--- src/rtl/pll_reprog_pkg.sv ---
package pll_reprog_pkg;

    typedef enum logic [3:0] {
        ST_IDLE,
        ST_FAST,
        ST_LSEL,
        ST_RSTON,
        ST_BYPON,
        ST_LOAD,
        ST_HOLD,
        ST_UPBYP,
        ST_UPREL,
        ST_LOCKW
    } seq_state_e;

endpackage

--- src/rtl/pll_seq_timer.sv ---
module pll_seq_timer #(
    parameter int W = 8
) (
    input  logic         clk,
    input  logic         rst_n,
    input  logic         load,
    input  logic [W-1:0] load_val,
    output logic         expired
);

    logic [W-1:0] cnt;

    always_ff @(posedge clk or negedge rst_n) begin
        if (!rst_n) begin
            cnt <= '0;
        end else if (load) begin
            cnt <= load_val;
        end else if (cnt != '0) begin
            cnt <= cnt - W'(1);
        end
    end

    assign expired = (cnt == '0);

endmodule

--- src/rtl/pll_div_regs.sv ---
module pll_div_regs #(
    parameter int MW      = 10,
    parameter int PW      = 6,
    parameter int SW      = 3,
    parameter int KW      = 16,
    parameter bit FRAC    = 1'b1,
    parameter int RST_M   = 200,
    parameter int RST_P   = 3,
    parameter int RST_S   = 0,
    parameter int RST_K   = 0
) (
    input  logic          clk,
    input  logic          rst_n,
    input  logic          load_all,
    input  logic          load_post,
    input  logic [MW-1:0] in_m,
    input  logic [PW-1:0] in_p,
    input  logic [SW-1:0] in_s,
    input  logic [KW-1:0] in_k,
    input  logic [MW-1:0] cmp_m,
    input  logic [PW-1:0] cmp_p,
    output logic [MW-1:0] m,
    output logic [PW-1:0] p,
    output logic [SW-1:0] s,
    output logic [KW-1:0] k,
    output logic          mp_same
);

    always_ff @(posedge clk or negedge rst_n) begin
        if (!rst_n) begin
            m <= MW'(RST_M);
            p <= PW'(RST_P);
            s <= SW'(RST_S);
        end else begin
            if (load_all) begin
                m <= in_m;
                p <= in_p;
            end
            if (load_all || load_post) begin
                s <= in_s;
            end
        end
    end

    generate
        if (FRAC) begin : g_frac
            always_ff @(posedge clk or negedge rst_n) begin
                if (!rst_n) begin
                    k <= KW'(RST_K);
                end else if (load_all || load_post) begin
                    k <= in_k;
                end
            end
        end else begin : g_int
            assign k = KW'(RST_K);
        end
    endgenerate

    assign mp_same = (cmp_m == m) && (cmp_p == p);

endmodule

--- src/rtl/pll_reprog_seq.sv ---
module pll_reprog_seq
    import pll_reprog_pkg::*;
#(
    parameter int MDIV_W          = 10,
    parameter int PDIV_W          = 6,
    parameter int SDIV_W          = 3,
    parameter int KDIV_W          = 16,
    parameter bit FRAC_MODE       = 1'b1,
    parameter int CYC_PER_US      = 100,
    parameter int HOLD_US         = 3,
    parameter int LOCK_TIMEOUT_US = 10000,
    parameter int RST_MDIV        = 200,
    parameter int RST_PDIV        = 3,
    parameter int RST_SDIV        = 0,
    parameter int RST_KDIV        = 0
) (
    input  logic              clk,
    input  logic              rst_n,
    input  logic              cfg_req,
    input  logic [MDIV_W-1:0] cfg_mdiv,
    input  logic [PDIV_W-1:0] cfg_pdiv,
    input  logic [SDIV_W-1:0] cfg_sdiv,
    input  logic [KDIV_W-1:0] cfg_kdiv,
    input  logic              pwr_up_req,
    input  logic              pwr_down_req,
    input  logic              pll_lock,
    output logic              pll_lock_sel,
    output logic              pll_rst_b,
    output logic              pll_bypass,
    output logic [MDIV_W-1:0] pll_mdiv,
    output logic [PDIV_W-1:0] pll_pdiv,
    output logic [SDIV_W-1:0] pll_sdiv,
    output logic [KDIV_W-1:0] pll_kdiv,
    output logic              seq_busy,
    output logic              seq_done,
    output logic              seq_timeout
);

    localparam int HOLD_CYC = HOLD_US * CYC_PER_US;
    localparam int LOCK_CYC = LOCK_TIMEOUT_US * CYC_PER_US;
    localparam int MAX_CYC  = (HOLD_CYC > LOCK_CYC) ? HOLD_CYC : LOCK_CYC;
    localparam int TMR_W    = $clog2(MAX_CYC + 1);
    localparam logic [TMR_W-1:0] HOLD_LD = TMR_W'(HOLD_CYC - 1);
    localparam logic [TMR_W-1:0] LOCK_LD = TMR_W'(LOCK_CYC - 1);

    seq_state_e state, nxt;

    logic [MDIV_W-1:0] stg_m;
    logic [PDIV_W-1:0] stg_p;
    logic [SDIV_W-1:0] stg_s;
    logic [KDIV_W-1:0] stg_k;

    logic mp_same, tmr_zero, tmr_load;
    logic [TMR_W-1:0] tmr_val;
    logic acc_cfg, acc_up, acc_down;

    // Request acceptance with fixed priority: configuration, power-up, power-down
    assign acc_cfg  = (state == ST_IDLE) && cfg_req;
    assign acc_up   = (state == ST_IDLE) && !cfg_req && pwr_up_req && !pll_rst_b;
    assign acc_down = (state == ST_IDLE) && !cfg_req && !pwr_up_req && pwr_down_req;

    assign tmr_load = (state == ST_LOAD) || (state == ST_UPREL) ||
                      ((state == ST_HOLD) && tmr_zero);
    assign tmr_val  = (state == ST_LOAD) ? HOLD_LD : LOCK_LD;

    pll_seq_timer #(.W(TMR_W)) u_timer (
        .clk      (clk),
        .rst_n    (rst_n),
        .load     (tmr_load),
        .load_val (tmr_val),
        .expired  (tmr_zero)
    );

    pll_div_regs #(
        .MW(MDIV_W), .PW(PDIV_W), .SW(SDIV_W), .KW(KDIV_W), .FRAC(FRAC_MODE),
        .RST_M(RST_MDIV), .RST_P(RST_PDIV), .RST_S(RST_SDIV), .RST_K(RST_KDIV)
    ) u_divs (
        .clk       (clk),
        .rst_n     (rst_n),
        .load_all  (state == ST_LOAD),
        .load_post (state == ST_FAST),
        .in_m      (stg_m),
        .in_p      (stg_p),
        .in_s      (stg_s),
        .in_k      (stg_k),
        .cmp_m     (cfg_mdiv),
        .cmp_p     (cfg_pdiv),
        .m         (pll_mdiv),
        .p         (pll_pdiv),
        .s         (pll_sdiv),
        .k         (pll_kdiv),
        .mp_same   (mp_same)
    );

    // Next-state logic
    always_comb begin
        nxt = state;
        unique case (state)
            ST_IDLE: begin
                if (acc_cfg) begin
                    if (mp_same)        nxt = ST_FAST;
                    else if (FRAC_MODE) nxt = ST_RSTON;
                    else                nxt = ST_LSEL;
                end else if (acc_up) begin
                    nxt = ST_UPBYP;
                end
            end
            ST_FAST:  nxt = ST_IDLE;
            ST_LSEL:  nxt = ST_RSTON;
            ST_RSTON: nxt = ST_BYPON;
            ST_BYPON: nxt = ST_LOAD;
            ST_LOAD:  nxt = ST_HOLD;
            ST_HOLD:  nxt = tmr_zero ? ST_LOCKW : ST_HOLD;
            ST_UPBYP: nxt = ST_UPREL;
            ST_UPREL: nxt = ST_LOCKW;
            ST_LOCKW: nxt = (pll_lock || tmr_zero) ? ST_IDLE : ST_LOCKW;
            default:  nxt = ST_IDLE;
        endcase
    end

    // State register
    always_ff @(posedge clk or negedge rst_n) begin
        if (!rst_n) state <= ST_IDLE;
        else        state <= nxt;
    end

    // Registered outputs and request staging
    always_ff @(posedge clk or negedge rst_n) begin
        if (!rst_n) begin
            pll_lock_sel <= 1'b0;
            pll_rst_b    <= 1'b0;
            pll_bypass   <= 1'b0;
            seq_busy     <= 1'b0;
            seq_done     <= 1'b0;
            seq_timeout  <= 1'b0;
            stg_m        <= '0;
            stg_p        <= '0;
            stg_s        <= '0;
            stg_k        <= '0;
        end else begin
            seq_done <= 1'b0;
            unique case (state)
                ST_IDLE: begin
                    if (acc_cfg) begin
                        seq_busy    <= 1'b1;
                        seq_timeout <= 1'b0;
                        stg_m       <= cfg_mdiv;
                        stg_p       <= cfg_pdiv;
                        stg_s       <= cfg_sdiv;
                        stg_k       <= cfg_kdiv;
                    end else if (acc_up) begin
                        seq_busy    <= 1'b1;
                        seq_timeout <= 1'b0;
                    end else if (acc_down) begin
                        pll_rst_b   <= 1'b0;
                        seq_done    <= 1'b1;
                        seq_timeout <= 1'b0;
                    end
                end
                ST_FAST: begin
                    seq_done <= 1'b1;
                    seq_busy <= 1'b0;
                end
                ST_LSEL:  pll_lock_sel <= 1'b1;
                ST_RSTON: pll_rst_b    <= 1'b0;
                ST_BYPON: pll_bypass   <= 1'b1;
                ST_LOAD:  ;
                ST_HOLD:  if (tmr_zero) pll_rst_b <= 1'b1;
                ST_UPBYP: pll_bypass   <= 1'b1;
                ST_UPREL: pll_rst_b    <= 1'b1;
                ST_LOCKW: begin
                    if (pll_lock) begin
                        pll_bypass <= 1'b0;
                        seq_done   <= 1'b1;
                        seq_busy   <= 1'b0;
                    end else if (tmr_zero) begin
                        seq_timeout <= 1'b1;
                        seq_busy    <= 1'b0;
                    end
                end
                default: ;
            endcase
        end
    end

endmodule

--- config.mk ---
export PLATFORM = sky130hd
export DESIGN_NAME = pll_reprog_seq
export DESIGN_NICKNAME = d
export VERILOG_FILES = /design/src/rtl/pll_reprog_pkg.sv /design/src/rtl/pll_seq_timer.sv /design/src/rtl/pll_div_regs.sv /design/src/rtl/pll_reprog_seq.sv
export SDC_FILE = /design/constraint.sdc
export NUM_CORES = 1
export LEC_CHECK = 0
export CORE_AREA = 2 2 76 132
export CTS_BUF_LIST = sky130_fd_sc_hd__clkbuf_4 sky130_fd_sc_hd__clkbuf_8
export DETAILED_ROUTE_END_ITERATION = 7
export DIE_AREA = 0 0 78 134
export PLACE_DENSITY = 0.83
export SLEW_MARGIN = 0
export SYNTH_ARGS = -nofsm -noshare
export SYNTH_HDL_FRONTEND = slang
export SYNTH_SLANG_ARGS = --single-unit
export TNS_END_PERCENT = 20
--- constraint.sdc ---
create_clock -name clk -period 2.9 [get_ports clk]
set_clock_uncertainty 0.1 [all_clocks]
set_input_delay 0.58 -clock clk [delete_from_list [all_inputs] [get_ports clk]]
set_output_delay 0.58 -clock clk [all_outputs]
set_load 0.01 [all_outputs]
### Word level (Yosys, flattened, before mapping)

Cells that the tools add are included.
W data, S select, Z words.

* muxes and demuxes: 30
* add/sub/neg operators: 1
* reduce and logical (&&, ||, !) cells: 29
* equal/unequal tests: 21

Operator list (count)
* $mux W20: 3
* $pmux W4 S9: 1
* $logic_not A20 Y1: 1
* $reduce_bool A20 Y1: 1
* $sub A20 B1 Y20 const B: 1
* $eq A4 B3 Y1 const B: 4
* $mux W1: 16
* $mux W4: 4
* $ne A2 B2 Y1 const B: 7
* $eq A10 B10 Y1: 1
* $eq A4 B2 Y1 const B: 2
* $eq A4 B4 Y1 const B: 2
* $logic_and A1 B1 Y1: 8
* $eq A6 B6 Y1: 1
* $ne A3 B3 Y1 const B: 2
* $pmux W1 S3: 2
* $reduce_bool A2 Y1: 3
* $reduce_and A5 Y1: 1
* $eq A4 B1 Y1 const B: 1
* $logic_not A4 Y1: 1
* $logic_or A1 B1 Y1: 4
* $ne A4 B4 Y1 const B: 1
* $pmux W1 S2: 2
* $pmux W1 S4: 1
* 8 further kinds: 11

* logic and storage cells: 97
* output and inout port bits: 41
* input port bits: 41
* register bits after elaboration: 100

### Depth between registers and ports, before layout

Gate-level depths: netlist of run 1.

* word-level depth: 8
* gate-level depth with buffers: 8
* gate-level depth less buffers: 7

### Modules after synthesis

From an unflattened synthesis of run 1, not the netlist that was laid out.

* cells, all modules: 371
* area total of the unflattened synthesis: 4667.0 sq um

Modules (own cells, without submodules)
* pll_reprog_seq: area an instance 1960.6 sq um, sequential area each 1126.1 sq um, times used 1, cells an instance 153
* pll_div_regs: area an instance 1544.0 sq um, sequential area each 882.1 sq um, times used 1, cells an instance 95
* pll_seq_timer: area an instance 1162.4 sq um, sequential area each 500.5 sq um, times used 1, cells an instance 123

### Worst setup path after synthesis of run 1

Ideal clock, no wire load.

* path kind: register -> register
* start: register u_timer.cnt[0]
* end: register u_timer.cnt[10]
* data arrival time: 1.629 ns
* stages on the path, launching flop included: 9
* buffers on the path: 1
* library setup time: 0.119 ns
* clock period less this slack: 1.847 ns
* setup slack: 1.053 ns
* data required time: 2.681 ns
* cells stage by stage: dfrtp_1 -> inv_1 -> ha_1 -> nor2b_1 -> nand3_4 -> nor4_4 -> or2_1 -> buf_4 -> nor2_1

* longest elaborated chain between the ends: 4
* elaborated cells between the ends (all ways): 8
* those cells by class: 1 x add/sub; 2 x mux; 5 x reduce/logical

RTL lines
* from (decl): line pll_seq_timer.sv:11 `logic [W-1:0] cnt;`
* from (signal assigned): line pll_seq_timer.sv:17 `cnt <= load_val;`
* from (signal assigned): line pll_seq_timer.sv:19 `cnt <= cnt - W'(1);`
* parallel branches: the longest is 4 deep, another holds $sub A20 B1 Y20

Parallel ways; which one is timed is not known. The select of a mux whose other input is x is not followed.
A chain may end at the register's enable or synchronous reset.

### Worst setup path in the final report of run 1

* start: register u_timer.cnt[0]
* end: register u_timer.cnt[18]

The elaborated chain is that of the path after synthesis.

==> results.md, run 1 <==
* Status: finished clean
* Synth warn at 0
* Crit path time final at 2.29 ns
* Cells after synthesis at 361
* Leading area contributor after synthesis: dfrtp_1
* Setup Viol. Count Final at 0
* Main combinational cell family by area after synthesis: multiplexers
* Fin nets at 486
* Crit path DAT at 2.43 ns
* Total of max-cap violations at 0
* Initial drt markers at 289
* Main synth FF type: dfrtp_1
* TNS Setup at 0 ns
* Sequential group share of total power at 0.421
* Cts repair resizes at 0
* #FFs+latches synth at 100
* Post-route cell area at 5720 sq um
* Vias in the first global route at 3260
* Commonest non-fill, non-tap cell in the layout: dfrtp_1
* CTS tree: done
* Cell Pwr Density at 1110 nW/um^2
* Clock share of power at 0.150
* Fmax achieved at 0.438 GHz
* Die width at 78 um
* Site row count at 47
* Worst VDD drop at 0.676 mV
* Req. time, crit path at 3.04 ns
* Post-synthesis average cell area at 12.7 sq um
* Final worst setup slack at 0.615 ns
* Post-Synth XOR/XNOR Area at 0.0613
* Total track usage at 0.192
* Top post-synthesis cells by area: dfrtp_1 52%, mux2_2 17%, xor2_1 4.0%
* Sequential area share after synthesis at 0.549
* Startpoint types: flip-flop
* Final worst-path cycle share at 0.788
* Number of flops mapped to enable cells by yosys at 0
* Sw Pwr at 2.32 mW
* Area grow syn2layout at 25.1%
* Finished Core Util at 0.608
* Die area at 10500 sq um
* TritonCTS Sinks at 100
* Sw frac at 0.364
* Via density at 5.46
* Clock insertion delay at the later pin of the skew report at 0.37 ns
* DP Worst Slack at 0.625 ns
* Final wirelength at 9380 um
* Remaining antenna violation count at 0
* Slew margin rel. at 0.536
* Mux contribution to synthesized area at 0.172
* Initial core utilization at 0.486
* Routed wire per std cell at 16.4 um
* Vias at 3115
* Area after DPL at 5500 sq um
* Gp weighted congestion at 0.829
* Final slew viol count at 0
* Worst hold path type: in -> async
* Worst Path Max Fanout at 18
* Most frequent cells in the layout: 95 x dfrtp_1, 80 x clkdlybuf4s50_1, 70 x mux2_2
* P_int at 4.04 mW
* Port bufs at 81
* DPL Wire Length at 6570 um
* FF-to-FF End: u_timer.cnt[18]
* Hold_buf cts at 0
* CP Capture Type: flip-flop
* Area of the core at 9410 sq um
* Num CTS Buffers at 9
* Slew @ Worst Pin at 0.696 ns
* CTS H-Tree Depth at 3
* IO Pins at 82
* Simple-Gate Fraction of Synth Area at 0.116
* RSZ-0062 raised after global routing: no
* Async S/R FF share, synth at 1.00
* Post-CTS Setup Inserts at 0
* Clock root buffer: clkbuf_8
* DP Cell Count at 555
* Global-route wire length before repair at 15800 um
* Synthesized cell area at 4570 sq um
* Worst r2r src: u_timer.cnt[0]
* Initial antenna violation count at 0
* Post-synth cell types at 57
* Pin count of the biggest net entering global routing at 54
* Final Hold Violating Endpoints at 0
* Fin cells at 571
* Combinational group share of total power at 0.430
* Aggregate global routing overflow at 0
* DRC at 0
* Die span in y at 134 um
* Share of layout cells above drive strength 1 at 0.252
* Total power at 6.36 mW
* Clock transition at path regs at 0.10 ns
* Share of the synthesized area in the top cell type at 0.520
* Clock Path Buffers at 2
* Synth Area in Adders at 0.00274
* Hold slack final at 0.154 ns
* Static Leak at 2.34 nW
* Post-Syn Nets at 403
* Worst reg-to-reg setup slack at 0.61 ns
* Kind of critical path: reg -> reg
* Drt pass-1 iters at 4
* Ant. Diodes at 0
* R2r worst-path depth at 7
* Compound-Gate Fraction of Synth Area at 0.0769
-- sequential cells by signal, indices dropped and copies added (netlist names) --
| name | count |
|---|---|
| state | 4 |
| stg_p | 6 |
| seq_busy | 1 |
| stg_k | 16 |
| u_divs.k | 16 |
| seq_timeout | 1 |
| pll_bypass | 1 |
| u_divs.s | 3 |
| u_timer.cnt | 20 |
| u_divs.m | 10 |
| u_divs.p | 6 |
| stg_s | 3 |
| stg_m | 10 |
| pll_rst_b | 1 |
| seq_done | 1 |
| pll_lock_sel | 1 |
-- worst max-delay path: stages (launching register included) --
cell	delay (ns)
dfrtp_1	0.39
inv_1	0.10
ha_1	0.18
nor2b_1	0.32
nand3_4	0.30
nor2_4	0.31
o221a_2	0.37
a21oi_1	0.08
-- how the worst max path moves through the flow --
stage	endpoint	startpoint	slack (ns)
finish	u_timer.cnt[18]	u_timer.cnt[0]	0.61
global route	u_timer.cnt[18]	u_timer.cnt[0]	0.46
CTS	u_timer.cnt[11]	u_timer.cnt[0]	0.60
detailed placement	u_timer.cnt[11]	u_timer.cnt[0]	0.63
global placement	state[1]	cfg_mdiv[4]	0.67
floorplan	u_timer.cnt[10]	u_timer.cnt[0]	1.05
-- cell usage after synthesis (3+ instances only) --
| cell type | n |
|---|---|
| o211ai_1 | 5 |
| buf_2 | 6 |
| nor3_1 | 7 |
| o21ai_0 | 4 |
| nor2_1 | 30 |
| nor2b_1 | 3 |
| a21oi_1 | 16 |
| dfrtp_1 | 95 |
| dfstp_2 | 5 |
| nor3b_1 | 4 |
| nor4_1 | 4 |
| mux2_2 | 70 |
| nor2_2 | 3 |
| xor2_1 | 21 |
| nand2b_1 | 5 |
| clkbuf_1 | 4 |
| nand2_1 | 12 |
| xnor2_1 | 11 |
| nand3_1 | 4 |
| inv_1 | 5 |
| o22ai_1 | 3 |
-- kinds of logic after synthesis --
group,after synthesis
AOI/OAI and AO/OA,50
xor gates and xnor gates,32
adders and majority gates,1
buffers and inverters,19
DFF,100
muxes,70
and+or+nand+nor,89
-- routing by layer --
metal  vias up  GRT usage  wire length [um]
li1       1456          -                 -
met1      1553      0.226              3700
met2        90      0.318              4890
met3        16     0.0700               592
met4         0     0.0721               191
met5         -          0                 0
-- power groups by stage --
stage	registers [mW]	clock network [mW]	logic (mW)
6_report	2.67	0.951	2.73
5_1_grt	2.77	1.02	2.97
4_1_cts	2.67	0.970	2.76
3_5_place_dp	2.69	0	2.75
3_3_place_gp	2.63	0	2.66
2_1_floorplan	2.63	0	1.79
-- final cells by class --
cell class / instances / area (sq um)
repair buffers: 85 / 851
clock buffers: 9 / 124
flip-flops and latches: 100 / 2510
clock inverters: 7 / 93.8
well taps: 122 / 153
fillers: 742 / 3690
multi-input cells: 242 / 1960
inverters: 6 / 22.5
No activity file was read; power rests on OpenSTA's default activity.
==> run 2: changes to the inputs <==
- clock period: 2.9 -> 2.3 ns (I/O delays scaled with it)
==> results.md, run 2 (synthesized netlist as in run 1, its figures left out) <==
* RSZ-0062 raised after global routing: no
* Fin nets at 497 (+2.3%)
* Fmax achieved at 0.487 GHz (+11%)
* Worst r2r src: u_timer.cnt[0]
* Clock transition at path regs at 0.10 ns (about the same)
* Crit path DAT at 2.20 ns (-0.23 ns)
* Worst hold path type: reg -> reg
* DRC at 0 (unchanged)
* Setup Viol. Count Final at 0 (unchanged)
* Pin count of the biggest net entering global routing at 54 (unchanged)
* Cell Pwr Density at 1410 nW/um^2 (+27%)
* Clock insertion delay at the later pin of the skew report at 0.36 ns (about the same)
* Total power at 8.18 mW (+29%)
* Hold slack final at 0.394 ns (+0.240 ns)
* CP cell instances: inv_1 > ha_1 > nor2b_2 > nand3_4 > buf_4 > o21ai_2 > xor2_1 > nand2_1
* Req. time, crit path at 2.44 ns (-0.60 ns)
* Sw frac at 0.356 (-0.00806)
* Aggregate global routing overflow at 0 (unchanged)
* DP Cell Count at 565 (+1.8%)
* Die width at 78 um (unchanged)
* Worst reg-to-reg setup slack at 0.24 ns (-0.37 ns)
* Fill count at 741 (-0.13%)
* Initial antenna violation count at 0 (unchanged)
* Area after DPL at 5590 sq um (+1.6%)
* Hold_sp: pll_lock_sel
* Area of the core at 9410 sq um (unchanged)
* TNS Setup at 0 ns (unchanged)
* Drt pass-1 iters at 4 (unchanged)
* WHS Endpoint: pll_lock_sel
* Global-route wire length before repair at 16400 um (+3.8%)
* Total of max-cap violations at 0 (unchanged)
* Remaining antenna violation count at 0 (unchanged)
* Max reg flops at 20 (unchanged)
* CP max-delay cell: dfrtp_1
* Most frequent cells in the layout: 95 x dfrtp_1, 80 x clkdlybuf4s50_1, 70 x mux2_2
* Hold Crit Depth at 1
* Slew margin rel. at 0.690 (+0.154)
* Startpoint types: flip-flop
* Post-CTS Setup Inserts at 0 (unchanged)
* DPL Wire Length at 7090 um (+8.0%)
* Worst Path Buf+Inv at 2 (+1)
* Total track usage at 0.196 (+0.00444)
* CTS tree: done
* CP peak stage delay at 0.39 ns (about the same)
* Largest register by flop count: u_timer.cnt
* Kind of critical path: reg -> reg
* Num CTS Buffers at 9 (unchanged)
* Site row count at 47 (unchanged)
* Final worst-path cycle share at 0.894 (+0.106)
* Clock share of power at 0.141 (-0.009)
* FF-to-FF End: u_timer.cnt[3]
* Initial drt markers at 149 (-48%)
* Routed wire per std cell at 16.7 um (+1.5%)
* Combinational group share of total power at 0.455 (+0.025)
* Final wirelength at 9700 um (+3.5%)
* IO Pins at 82 (unchanged)
* Status: finished clean
* Final slew viol count at 0 (unchanged)
* CTS H-Tree Depth at 3 (unchanged)
* Sequential group share of total power at 0.403 (-0.018)
* Initial core utilization at 0.486 (unchanged)
* P_int at 5.26 mW (+30%)
* Vias in the first global route at 3403 (+4.4%)
* Clock Path Buffers at 2 (unchanged)
* Area grow syn2layout at 27.2%
* Sw Pwr at 2.91 mW (+26%)
* Largest regs: u_timer.cnt x20, stg_k x16, u_divs.k x16
* Family with the most delay on the worst path: simple AND/OR/NAND/NOR gates
* Crit path time final at 2.06 ns (-0.230 ns)
* TritonCTS Sinks at 100 (unchanged)
* Final Hold Violating Endpoints at 0 (unchanged)
* Die area at 10500 sq um (unchanged)
* Worst Path Max Fanout at 16 (-2)
* Slew @ Worst Pin at 0.462 ns (-0.234 ns)
* Via density at 5.49 (+0.57%)
* Share of layout cells above drive strength 1 at 0.272 (+0.0201)
* Commonest non-fill, non-tap cell in the layout: dfrtp_1
* CP Capture Type: flip-flop
* Static Leak at 2.40 nW (+2.5%)
* Vias at 3193 (+2.5%)
* Ant. Diodes at 0 (unchanged)
* Worst VDD drop at 0.878 mV (+30%)
* Die span in y at 134 um (unchanged)
* Clock root buffer: clkbuf_8
* Gp weighted congestion at 0.888 (+7.2%)
* Fin cells at 582 (+1.9%)
* Port bufs at 81 (unchanged)
* Post-route cell area at 5810 sq um (+1.7%)
* R2r worst-path depth at 8 (+1)
run 2: changes by cell type in the layout (fill, tap and decap cells not counted), sizes merged:
cell	previous run	this run
clkbuf	9	12
clkinv	3	2
buf	5	15
inv	8	6
dlygate4sd3	0	1
run 2: per-layer routing:
layer | GRT usage | wire (um)
met2 | 0.352 | 5260
met4 | 0.0604 | 115
met1 | 0.227 | 3810
met5 | 0 | 0
met3 | 0.0525 | 515
run 2: worst max-delay path by stage:
stage,from,endpoint,slack [ns],cells after the start
5_1_grt,u_timer.cnt[0],u_timer.cnt[6],0.07,8
6_report,u_timer.cnt[0],u_timer.cnt[3],0.24,8
4_1_cts,u_timer.cnt[0],u_timer.cnt[7],0.13,7
3_5_place_dp,cfg_mdiv[4],state[1],0.14,6
2_1_floorplan,u_timer.cnt[0],u_timer.cnt[10],0.45,8
3_3_place_gp,cfg_mdiv[8],state[1],0.23,6
run 2: per-stage QoR:
step                      setup WS, ns   util
final                            0.245  0.618
after global routing            0.0691  0.618
after CTS                        0.127  0.617
after detailed placement         0.144  0.594
after global placement           0.232  0.594
after floorplan                  0.453      -
run 2: what timing repair did:
item	in CTS	in global routing
resized for setup	0	2
endpoints found under the setup margin	0	12
hold buffers	1	0
hold endpoints to repair	22	0
run 2: final cells by class:
class / instances / area (sq um) / share of cell area
inverters: 6 / 22.5 / 0.00388
repair buffers: 96 / 948 / 0.163
clock buffers: 12 / 153 / 0.0263
well taps: 122 / 153 / 0.0263
multi-input cells: 242 / 1970 / 0.339
clock inverters: 4 / 57.6 / 0.00990
flip-flops and latches: 100 / 2510 / 0.432
run 2: power by group through the flow:
stage,registers [mW],logic [mW],clock network [mW]
after floorplan,3.31,2.26,0
after global placement,3.25,3.61,0
after detailed placement,3.32,3.72,0
after CTS,3.29,3.76,1.19
after global routing,3.40,4.04,1.25
final,3.30,3.72,1.16
